`src/rtl/bsr_pkg.sv`:
```
package bsr_pkg;
  localparam int unsigned NPORT = 2;

  typedef enum logic {
    FAVOR_P0 = 1'b0,
    FAVOR_P1 = 1'b1
  } favor_e;
endpackage

```
`src/rtl/bsr_bank_hash.sv`:
```
module bsr_bank_hash #(
  parameter int unsigned ADDR_W = 32,
  parameter int unsigned OFF_W  = 6,
  parameter int unsigned BANK_W = 2,
  parameter int unsigned ROW_W  = 4
) (
  input  logic [ADDR_W-1:0] addr,
  output logic [BANK_W-1:0] bank,
  output logic [ROW_W-1:0]  row
);
  localparam int unsigned BANK_LSB = OFF_W;
  localparam int unsigned ROW_LSB  = OFF_W + BANK_W;
  localparam int unsigned TAG_LSB  = ROW_LSB + ROW_W;

  logic unused_addr_fold;

  // interleave bits folded with the lowest tag bits
  assign bank = addr[BANK_LSB +: BANK_W] ^ addr[TAG_LSB +: BANK_W];
  assign row  = addr[ROW_LSB +: ROW_W];
  assign unused_addr_fold = ^addr;
endmodule

```
`src/rtl/bsr_port_skid.sv`:
```
module bsr_port_skid #(
  parameter int unsigned ADDR_W = 32,
  parameter int unsigned DATA_W = 32,
  parameter int unsigned TOK_W  = 4
) (
  input  logic              clk,
  input  logic              rst_n,
  input  logic              in_valid,
  input  logic              in_write,
  input  logic [ADDR_W-1:0] in_addr,
  input  logic [DATA_W-1:0] in_wdata,
  input  logic [TOK_W-1:0]  in_token,
  input  logic              grant,
  output logic              in_ready,
  output logic              cand_valid,
  output logic              cand_write,
  output logic [ADDR_W-1:0] cand_addr,
  output logic [DATA_W-1:0] cand_wdata,
  output logic [TOK_W-1:0]  cand_token
);
  logic              held_q, held_d, load;
  logic              held_write_q;
  logic [ADDR_W-1:0] held_addr_q;
  logic [DATA_W-1:0] held_wdata_q;
  logic [TOK_W-1:0]  held_token_q;

  assign in_ready = rst_n & ~held_q;

  always_comb begin
    cand_valid = held_q | (in_valid & in_ready);
    cand_write = held_q ? held_write_q : in_write;
    cand_addr  = held_q ? held_addr_q  : in_addr;
    cand_wdata = held_q ? held_wdata_q : in_wdata;
    cand_token = held_q ? held_token_q : in_token;
    load       = in_valid & in_ready & ~grant;
    held_d     = held_q;
    if (held_q && grant) begin
      held_d = 1'b0;
    end else if (load) begin
      held_d = 1'b1;
    end
  end

  always_ff @(posedge clk or negedge rst_n) begin
    if (!rst_n) begin
      held_q <= 1'b0;
    end else begin
      held_q <= held_d;
    end
  end

  always_ff @(posedge clk) begin
    if (load) begin
      held_write_q <= in_write;
      held_addr_q  <= in_addr;
      held_wdata_q <= in_wdata;
      held_token_q <= in_token;
    end
  end
endmodule

```
`src/rtl/bsr_arbiter.sv`:
```
module bsr_arbiter
  import bsr_pkg::*;
#(
  parameter int unsigned BANK_W = 2
) (
  input  logic              clk,
  input  logic              rst_n,
  input  logic [NPORT-1:0]  cand_valid,
  input  logic [BANK_W-1:0] bank_a,
  input  logic [BANK_W-1:0] bank_b,
  output logic [NPORT-1:0]  grant
);
  favor_e favor_q, favor_d;
  logic   clash;

  always_comb begin
    clash    = (&cand_valid) && (bank_a == bank_b);
    grant[0] = cand_valid[0] & (~clash | (favor_q == FAVOR_P0));
    grant[1] = cand_valid[1] & (~clash | (favor_q == FAVOR_P1));
    favor_d  = favor_q;
    if (clash) begin
      favor_d = (favor_q == FAVOR_P0) ? FAVOR_P1 : FAVOR_P0;
    end
  end

  always_ff @(posedge clk or negedge rst_n) begin
    if (!rst_n) begin
      favor_q <= FAVOR_P0;
    end else begin
      favor_q <= favor_d;
    end
  end
endmodule

```
`src/rtl/bsr_bank.sv`:
```
module bsr_bank #(
  parameter int unsigned DATA_W = 32,
  parameter int unsigned ROW_W  = 4
) (
  input  logic              clk,
  input  logic              en,
  input  logic              we,
  input  logic [ROW_W-1:0]  row,
  input  logic [DATA_W-1:0] wdata,
  output logic [DATA_W-1:0] rdata
);
  localparam int unsigned ROWS = 1 << ROW_W;

  logic [DATA_W-1:0] cells [ROWS];
  logic [DATA_W-1:0] rdata_q;

  always_ff @(posedge clk) begin
    if (en) begin
      if (we) begin
        cells[row] <= wdata;
      end
      rdata_q <= we ? wdata : cells[row];
    end
  end

  assign rdata = rdata_q;
endmodule

```
`src/rtl/bank_steer_router.sv`:
```
module bank_steer_router
  import bsr_pkg::*;
#(
  parameter int unsigned ADDR_W     = 32,
  parameter int unsigned DATA_W     = 32,
  parameter int unsigned TOK_W      = 4,
  parameter int unsigned LINE_BYTES = 64,
  parameter int unsigned NUM_BANKS  = 4,
  parameter int unsigned BANK_ROWS  = 16
) (
  input  logic                          clk,
  input  logic                          rst_n,
  input  logic [NPORT-1:0]              req_valid,
  output logic [NPORT-1:0]              req_ready,
  input  logic [NPORT-1:0]              req_write,
  input  logic [NPORT-1:0][ADDR_W-1:0]  req_addr,
  input  logic [NPORT-1:0][DATA_W-1:0]  req_wdata,
  input  logic [NPORT-1:0][TOK_W-1:0]   req_token,
  output logic [NUM_BANKS-1:0]          bank_en,
  output logic [NPORT-1:0]              resp_valid,
  output logic [NPORT-1:0][TOK_W-1:0]   resp_token,
  output logic [NPORT-1:0][DATA_W-1:0]  resp_rdata
);
  localparam int unsigned OFF_W  = $clog2(LINE_BYTES);
  localparam int unsigned BANK_W = $clog2(NUM_BANKS);
  localparam int unsigned ROW_W  = $clog2(BANK_ROWS);

  // reset: asserted at once, released through two flops
  logic rst_meta_n, rst_ok_n;

  always_ff @(posedge clk or negedge rst_n) begin
    if (!rst_n) begin
      rst_meta_n <= 1'b0;
      rst_ok_n   <= 1'b0;
    end else begin
      rst_meta_n <= 1'b1;
      rst_ok_n   <= rst_meta_n;
    end
  end

  logic [NPORT-1:0]              cand_valid, cand_write, grant;
  logic [NPORT-1:0][ADDR_W-1:0]  cand_addr;
  logic [NPORT-1:0][DATA_W-1:0]  cand_wdata;
  logic [NPORT-1:0][TOK_W-1:0]   cand_token;
  logic [NPORT-1:0][BANK_W-1:0]  cand_bank;
  logic [NPORT-1:0][ROW_W-1:0]   cand_row;
  logic [NUM_BANKS-1:0][DATA_W-1:0] bank_rdata;

  logic [NPORT-1:0]              rsp_vld_q;
  logic [NPORT-1:0][TOK_W-1:0]   rsp_tok_q;
  logic [NPORT-1:0][BANK_W-1:0]  rsp_bank_q;

  for (genvar p = 0; p < NPORT; p++) begin : g_port
    bsr_port_skid #(
      .ADDR_W(ADDR_W), .DATA_W(DATA_W), .TOK_W(TOK_W)
    ) u_skid (
      .clk       (clk),
      .rst_n     (rst_ok_n),
      .in_valid  (req_valid[p]),
      .in_write  (req_write[p]),
      .in_addr   (req_addr[p]),
      .in_wdata  (req_wdata[p]),
      .in_token  (req_token[p]),
      .grant     (grant[p]),
      .in_ready  (req_ready[p]),
      .cand_valid(cand_valid[p]),
      .cand_write(cand_write[p]),
      .cand_addr (cand_addr[p]),
      .cand_wdata(cand_wdata[p]),
      .cand_token(cand_token[p])
    );

    bsr_bank_hash #(
      .ADDR_W(ADDR_W), .OFF_W(OFF_W), .BANK_W(BANK_W), .ROW_W(ROW_W)
    ) u_hash (
      .addr(cand_addr[p]),
      .bank(cand_bank[p]),
      .row (cand_row[p])
    );

    always_ff @(posedge clk or negedge rst_ok_n) begin
      if (!rst_ok_n) begin
        rsp_vld_q[p] <= 1'b0;
      end else begin
        rsp_vld_q[p] <= grant[p];
      end
    end

    always_ff @(posedge clk) begin
      if (grant[p]) begin
        rsp_tok_q[p]  <= cand_token[p];
        rsp_bank_q[p] <= cand_bank[p];
      end
    end

    assign resp_valid[p] = rsp_vld_q[p];
    assign resp_token[p] = rsp_tok_q[p];
    assign resp_rdata[p] = bank_rdata[rsp_bank_q[p]];
  end

  bsr_arbiter #(.BANK_W(BANK_W)) u_arb (
    .clk       (clk),
    .rst_n     (rst_ok_n),
    .cand_valid(cand_valid),
    .bank_a    (cand_bank[0]),
    .bank_b    (cand_bank[1]),
    .grant     (grant)
  );

  for (genvar b = 0; b < NUM_BANKS; b++) begin : g_bank
    logic              hit0, hit1, en, we;
    logic [ROW_W-1:0]  row;
    logic [DATA_W-1:0] wd;

    always_comb begin
      hit0 = grant[0] && (cand_bank[0] == BANK_W'(b));
      hit1 = grant[1] && (cand_bank[1] == BANK_W'(b));
      en   = hit0 | hit1;
      we   = hit1 ? cand_write[1] : cand_write[0];
      row  = hit1 ? cand_row[1]   : cand_row[0];
      wd   = hit1 ? cand_wdata[1] : cand_wdata[0];
    end

    assign bank_en[b] = en;

    bsr_bank #(.DATA_W(DATA_W), .ROW_W(ROW_W)) u_bank (
      .clk  (clk),
      .en   (en),
      .we   (we),
      .row  (row),
      .wdata(wd),
      .rdata(bank_rdata[b])
    );
  end
endmodule

```
`config.mk`:
```
export PLATFORM = sky130hd
export DESIGN_NAME = bank_steer_router
export DESIGN_NICKNAME = d
export VERILOG_FILES = /design/src/rtl/bsr_pkg.sv /design/src/rtl/bsr_bank_hash.sv /design/src/rtl/bsr_port_skid.sv /design/src/rtl/bsr_arbiter.sv /design/src/rtl/bsr_bank.sv /design/src/rtl/bank_steer_router.sv
export SDC_FILE = /design/constraint.sdc
export NUM_CORES = 2
export LEC_CHECK = 0
export BUFFER_PORTS_ARGS = -buffer_cell sky130_fd_sc_hd__clkbuf_2
export CAP_MARGIN = 10
export CORE_MARGIN = 2
export CORE_UTILIZATION = 45
export CTS_CLUSTER_SIZE = 12
export DETAILED_ROUTE_END_ITERATION = 12
export PLACE_DENSITY_LB_ADDON = 0.05
export SLEW_MARGIN = 10
export SYNTH_ARGS = -nofsm -noshare
export SYNTH_HDL_FRONTEND = slang
export SYNTH_SLANG_ARGS = --single-unit
```
`constraint.sdc`:
```
create_clock -name clk -period 5.7 [get_ports clk]
set_clock_uncertainty 0.05 [all_clocks]
set_input_delay 0.285 -clock clk [delete_from_list [all_inputs] [get_ports clk]]
set_output_delay 0.285 -clock clk [all_outputs]
set_load 0.01 [all_outputs]
```
# Yosys cells after proc, flatten, opt, wreduce, memory -nomap -nowiden
# Memory sizes are Yosys's and may differ from the RTL's. A register that Yosys moved wholly into a read port is not among the register bits.
# Cells that the tools add are included.
# classes
div	0
multipliers	0
n_lt_le_gt_ge	2
n_bitwise	24
eq_ne	7
addsub	0
shift	0
n_reduce_logical	16
muxes	41
# ops
operator	n
$mux W32	8
$bmux W32 S2	2
$mux W14	2
$mux W4	6
$mux W1	23
$logic_and A1 B1 Y1	11
$and A1 B1 Y1	8
$eq A2 B2 Y1 const B	4
$or A1 B1 Y1	8
$lt A2 B3 Y1 const B	2
$not A1 Y1	6
$eq A2 B1 Y1 const B	2
$logic_not A2 Y1	2
$reduce_bool A2 Y1	2
$xor A2 B2 Y2	2
$eq A2 B2 Y1	1
$reduce_and A2 Y1	1
# word_totals
out_inout_bits	80
ramBits	2048
wordCells	113
romBits	0
register_bits	121
inputBits	142
latch_bits	0
mem_count	4
# memory_table
memory	words	word_bits	rd	rd_clocked_by_memory_dff	write_ports	line_no	rtl
g_bank[0].u_bank.cells	16	32	1	1	1	bsr_bank.sv:14	logic [DATA_W-1:0] cells [ROWS];
g_bank[1].u_bank.cells	16	32	1	1	1	bsr_bank.sv:14	
g_bank[2].u_bank.cells	16	32	1	1	1	bsr_bank.sv:14	
g_bank[3].u_bank.cells	16	32	1	1	1	bsr_bank.sv:14	

# Logic depth before layout (Yosys ltp)
# logic_depth
ltp_word	14
ltp_mapped	14
depth_no_buf	10

# By module
# From an unflattened synthesis, not the netlist that was laid out.
# hier_totals
cells_unflattened	4839
area_unflattened_um2	94513.1
# by_module_without_submodules
module	seq_area_each_um2	n_inst	cells_per_inst	area_per_inst_um2
bsr_bank at g_bank[1].u_bank ...	16335.7	3	1072	20961.4
bsr_bank at g_bank[0].u_bank	16335.7	1	1025	20778.7
bsr_port_skid	2097.0	2	151	3259.4
bank_steer_router	460.4	1	274	4146.5
bsr_bank_hash	0.0	2	6	47.5
bsr_arbiter	25.0	1	10	90.1

# Worst setup path before layout
# Ideal clock, no wire load.
# synth_path
path_type	register to register
start	reg g_port[1].u_skid.held_q
end	mem g_bank[1].u_bank.cells[15][0], enable pin
synth_period_minus_slack_ns	5.508
required_ns	5.189
path_slack_ns	0.192
path_buffers	2
path_stages_with_launch	10
arrival_time_ns	4.997
path_cell_list	dfrtp_1 buf_6 mux2_4 xnor2_2 a41oi_1 nand2_1 o22ai_1 clkbuf_1 nand2_1 nor3_1
# synth_via
word_cells_on_any_way	24
cone_classes	eq/ne: 2; mux: 7; bitwise: 11; reduce/logical: 4
# synth_rtl
item	line_no	rtl
from (decl)	bsr_port_skid.sv:21	logic held_q, held_d, load;
from (signal assigned)	bsr_port_skid.sv:48	held_q <= held_d;
$not A1 Y1	bsr_port_skid.sv:27	assign in_ready = rst_n & ~held_q;
$and A1 B1 Y1	bsr_port_skid.sv:27	
$and A1 B1 Y1	bsr_port_skid.sv:30	cand_valid = held_q | (in_valid & in_ready);
$or A1 B1 Y1	bsr_port_skid.sv:30	
$reduce_and A2 Y1	bsr_arbiter.sv:17	clash = (&cand_valid) && (bank_a == bank_b);
$logic_and A1 B1 Y1 *	bsr_arbiter.sv:17	
$not A1 Y1 *	bsr_arbiter.sv:18	grant[0] = cand_valid[0] & (~clash | (favor_q == FAVOR_P0));
$or A1 B1 Y1 *	bsr_arbiter.sv:18	
$and A1 B1 Y1 *	bsr_arbiter.sv:18	
via g_port[0].u_skid.grant	bsr_port_skid.sv:13	input logic grant,
$logic_and A1 B1 Y1 *	bank_steer_router.sv:116	hit0 = grant[0] && (cand_bank[0] == BANK_W'(b));
$or A1 B1 Y1 *	bank_steer_router.sv:118	en = hit0 | hit1;
$mux W1 *	bsr_bank.sv:18	if (en) begin
$mux W1 (not written as such) *	bsr_bank.sv:20	cells[row] <= wdata;
to (decl)	bsr_bank.sv:14	
# The timed path passes the listed nets; every way through them passes the cells marked *.

# Final worst setup path
# layout_path
start	reg g_port[1].u_skid.held_q
end	reg g_bank[3].u_bank.rdata_q[21] (read register of g_bank[3].u_bank.cells) (data pin)
# layout_via
elab_chain_len	11
word_cells_on_any_way	19
cone_classes	eq/ne: 2; mux: 2; bitwise: 11; reduce/logical: 4
# layout_rtl
item	line_no	rtl
$not A1 Y1	bsr_port_skid.sv:27	
$and A1 B1 Y1	bsr_port_skid.sv:27	
$and A1 B1 Y1	bsr_port_skid.sv:30	
$or A1 B1 Y1	bsr_port_skid.sv:30	
$reduce_and A2 Y1	bsr_arbiter.sv:17	
$logic_and A1 B1 Y1	bsr_arbiter.sv:17	
$not A1 Y1	bsr_arbiter.sv:18, bsr_arbiter.sv:19	
$or A1 B1 Y1, on equally long branches	bsr_arbiter.sv:19, bsr_arbiter.sv:18	
$and A1 B1 Y1, on equally long branches	bsr_arbiter.sv:19, bsr_arbiter.sv:18	
$logic_and A1 B1 Y1, on equally long branches	bank_steer_router.sv:117, bank_steer_router.sv:116	
$mux W4 or $or A1 B1 Y1 (tied branches)	bank_steer_router.sv:120, bank_steer_router.sv:118	
to (decl)	bsr_bank.sv:15	logic [DATA_W-1:0] rdata_q;
# Several ways; a longest one is shown, not always the timed one.
# A chain may end at the register's enable or synchronous reset.

==> run summary <==
Port Buffer Count -> 173
Number of failing setup endpoints in the final timing report -> 0
Sum of net half-perimeters after detailed placement -> 184,000 µm
Portion of the clock cycle consumed by the worst path in the final layout -> 0.925
Worst Setup End Kind -> flip-flop
Share of total power in the clock network -> 0.393
Number of iterations in the first detailed-routing pass -> 6
Pin count of the biggest net entering global routing -> 86
Cell internal power dissipation -> 28.1 mW
Smallest setup slack after layout -> 0.428 ns
Clock network latency to the later pin of the worst-skew pair -> 0.87 ns
Total Die Area -> 0.207 mm²
Area fraction in and, or, nand and nor cells after synthesis -> 0.0689
GR Overflow Total -> 0
Result of the run -> finished clean
Shortest period the worst path allows -> 5.27 ns
Number of levels in the clock H-tree -> 4
CTS max path bufs -> 3
Critical Path AT -> 5.74 ns
Worst hold-check path type -> primary input to flip-flop
Drt wl/cell -> 31.5 µm
Starting density of the core -> 0.452
Worst setup path class -> flip-flop to flip-flop
Area used by multi-input combinational logic -> 0.0221 mm²
Number of pins exceeding their max-slew limit in the final report -> 0
Iter 0 DRT Violations -> 5,847
Async S/R FF share, synth -> 0.00306
Cells along the critical path -> mux2_4 > nor3_1 > nor2_1 > a211oi_4 > buf_4 > mux2i_1 > o22ai_1 > nor4_1 > a21oi_1
Endpoints failing hold -> 0
Sequential area share after synthesis -> 0.750
Fraction of layout cells with a size suffix above 1 -> 0.177
Total area of sequential cells -> 0.0686 mm²
Die boundary width -> 455 µm
Total cell area at the placement stage -> 0.0985 mm²
Final GP Congestion -> 0.927
Setup repair after global routing missed its margin -> false
Register bit total from synthesis -> 2,285
Total Routed Length -> 292,000 µm
CTS clk-pin slew, worst paths -> 0.06 ns
GRT Util Overall -> 0.280
Antenna violations before repair -> 22
Adder-cell share of the synthesized area -> 0
Maximum clock frequency -> 190 MHz
Setup Slack @ Placement -> 0.560 ns
Number of primary I/O pins -> 222
Required time of the worst setup path -> 6.17 ns
Longest individual stage delay on the worst path -> 0.99 ns
Predominant post-synthesis flop cell -> edfxtp_1
Worst IR drop on VDD -> 0.295 mV
Number of vias in the routed layout -> 54.6k
Switching power share of the total -> 0.243
Area of the mapped netlist -> 0.0914 mm²
Clock net sink count -> 2,285
Synthesized Nets -> 6,000
DRC violations left -> 0
Leading cell type in the layout, fill and taps excluded -> edfxtp_1
Worst-path maximum fanout -> 29
Antenna viol nets, final -> 0
Count of cells resized by post-cts repair -> 0
Type of origin of the critical path -> flip-flop
Power per cell area -> 348 mW/mm²
Total of max-cap violations -> 0
Placed cell count -> 8,739
Share of power burned in combinational logic -> 0.097
Vertical die dimension -> 455 µm
Std cell rows -> 165
First-pass GRT wire length -> 406,000 µm
Finished Cell Area -> 0.107 mm²
Mux share of post-synthesis cell area -> 0.0970
Area inside the core boundary -> 0.202 mm²
Root Driver -> clkbuf_16
Slowest stage cell, crit path -> a211oi_4
Highest-count cells in the layout ignoring fill and taps -> edfxtp_1, nand2_1, mux2i_1
Count of distinct cell types in the synthesized netlist -> 65
Post-DR vias/cell -> 5.90
Via count of the first global-routing pass -> 52.2k
Relative max-transition margin -> 0.0933
Non-filler cells in the finished layout -> 9,260
Number of enable flip-flop cells after synthesis -> 2,278
Synthesis Warnings -> 0
Least-Margin Pin Slew -> 1.32 ns
Hold buffers post-CTS -> 92
Total Negative Setup Slacks -> 0 ns
Xor-xnor portion of the synthesized cell area -> 0.00131
Area added between synthesis and finish -> 16.6%
Clock buffer count from CTS -> 237
Static Leak -> 36.8 nW
Post-CTS Setup Bufs -> 0
Avg Synthesized Cell Area -> 15.6 µm²
Synth Instances -> 5,858
Switching component of the power -> 9.03 mW
TritonCTS clock tree -> yes
Number of nets in the layout -> 6,541
Fill cell instance count of the final layout -> 16.6k
Fraction of power consumed by sequential logic -> 0.510
Compound-cell area share of the yosys netlist -> 0.0639
Largest family of logic cells by synthesized area -> multiplexers
area by class of cell:
class                      count  share of cell area
tap                         2672              0.0313
timing repair buffer         669              0.0503
inverter                      10            0.000375
sequential                  2285               0.643
clock inverter               117             0.00853
antenna                       10            0.000235
clock buffer                 301              0.0589
multi-input combinational   3196               0.207
per-layer routing:
| layer | GRT usage | routed length, µm |
|---|---|---|
| met1 | 0.391 | 123000 |
| met2 | 0.437 | 137000 |
| met3 | 0.0437 | 18300 |
| met4 | 0.123 | 13700 |
| met5 | 0 | 76 |
critical path, delay by kind of cell, from the launching register on:
family | cells | cell delay (ns)
compound gates | 3 | 1.43
simple gates | 3 | 1.58
buf+inv | 1 | 0.39
mux | 2 | 0.63
flops | 1 | 0.76
per-stage QoR:
stage | power (mW) | hold WS (ns) | utilization
final | 37.2 | 0.101 | 0.528
after global routing | 38.2 | 0.0646 | 0.528
after CTS | 37.4 | 0.0292 | 0.527
after detailed placement | 22.8 | 0.0256 | 0.487
after global placement | 22.8 | 0.0247 | 0.487
after floorplan | 21.1 | -0.0606 | -
synthesized netlist by cell type, drive strengths merged (4+ instances only):
library cell | instances | area (µm²)
nand2 | 964 | 3620
o22ai | 180 | 1130
dfrtp | 7 | 175
a211oi | 4 | 35.0
a32oi | 44 | 385
nor2 | 191 | 717
and3 | 6 | 37.5
nand2b | 11 | 68.8
clkbuf | 152 | 571
o221ai | 30 | 263
inv | 10 | 40.1
and2 | 7 | 43.8
edfxtp | 2278 | 68400
o211ai | 7 | 67.6
a21oi | 324 | 1630
nor4 | 58 | 378
nand3 | 232 | 1160
o21ai | 11 | 58.8
nor3 | 36 | 214
xnor2 | 12 | 120
a2111oi | 71 | 831
mux2i | 721 | 7220
buf | 215 | 1120
a31oi | 127 | 801
o22a | 4 | 35.0
o2bb2ai | 43 | 377
mux4 | 64 | 1440
o21a | 5 | 37.5
mux2 | 18 | 210
flip-flops by register name, summed over array words and instances, names as in the netlist:
| signal | flops |
|---|---|
| g_port.u_skid.held_token_q | 8 |
| g_port.u_skid.held_write_q | 2 |
| g_bank.u_bank.cells | 2048 |
| g_port.u_skid.held_addr_q | 16 |
| g_port.u_skid.held_wdata_q | 64 |
| rsp_bank_q | 4 |
| rst_meta_n | 1 |
| resp_token | 8 |
| u_arb.favor_q | 1 |
| rst_ok_n | 1 |
| resp_valid | 2 |
| g_bank.u_bank.rdata | 128 |
| g_port.u_skid.held_q | 2 |
logic make-up after synthesis:
kind of cell / count (synthesis)
mux: 803
compound gates: 869
buf+inv: 377
other cells: 1
xor+xnor: 12
flops: 2285
simple gates: 1511
power groups by stage:
stage	clock network, mW	registers [mW]	logic, mW
global placement	0	19.3	3.49
floorplan	0	19.2	1.90
global route	15.5	18.9	3.79
detailed placement	0	19.3	3.52
CTS	14.9	19.0	3.58
finish	14.6	19.0	3.60
worst paths after layout:
kind	startpoint	endpoint	slack [ns]	depth (start not counted)
min in group asynchronous	rst_ok_n	g_port[0].u_skid.held_q	0.15	1
hold / removal	req_wdata[8]	g_port[0].u_skid.held_wdata_q[8]	0.10	2
max in group asynchronous	rst_n	rst_meta_n	5.19	3
setup / recovery	g_port[1].u_skid.held_q	g_bank[3].u_bank.rdata[21]	0.43	9
hold reg to reg	rst_ok_n	g_port[0].u_skid.held_q	0.15	1
setup reg to reg	g_port[1].u_skid.held_q	g_bank[3].u_bank.rdata[21]	0.43	9
Power figures use the tool's default switching activity.
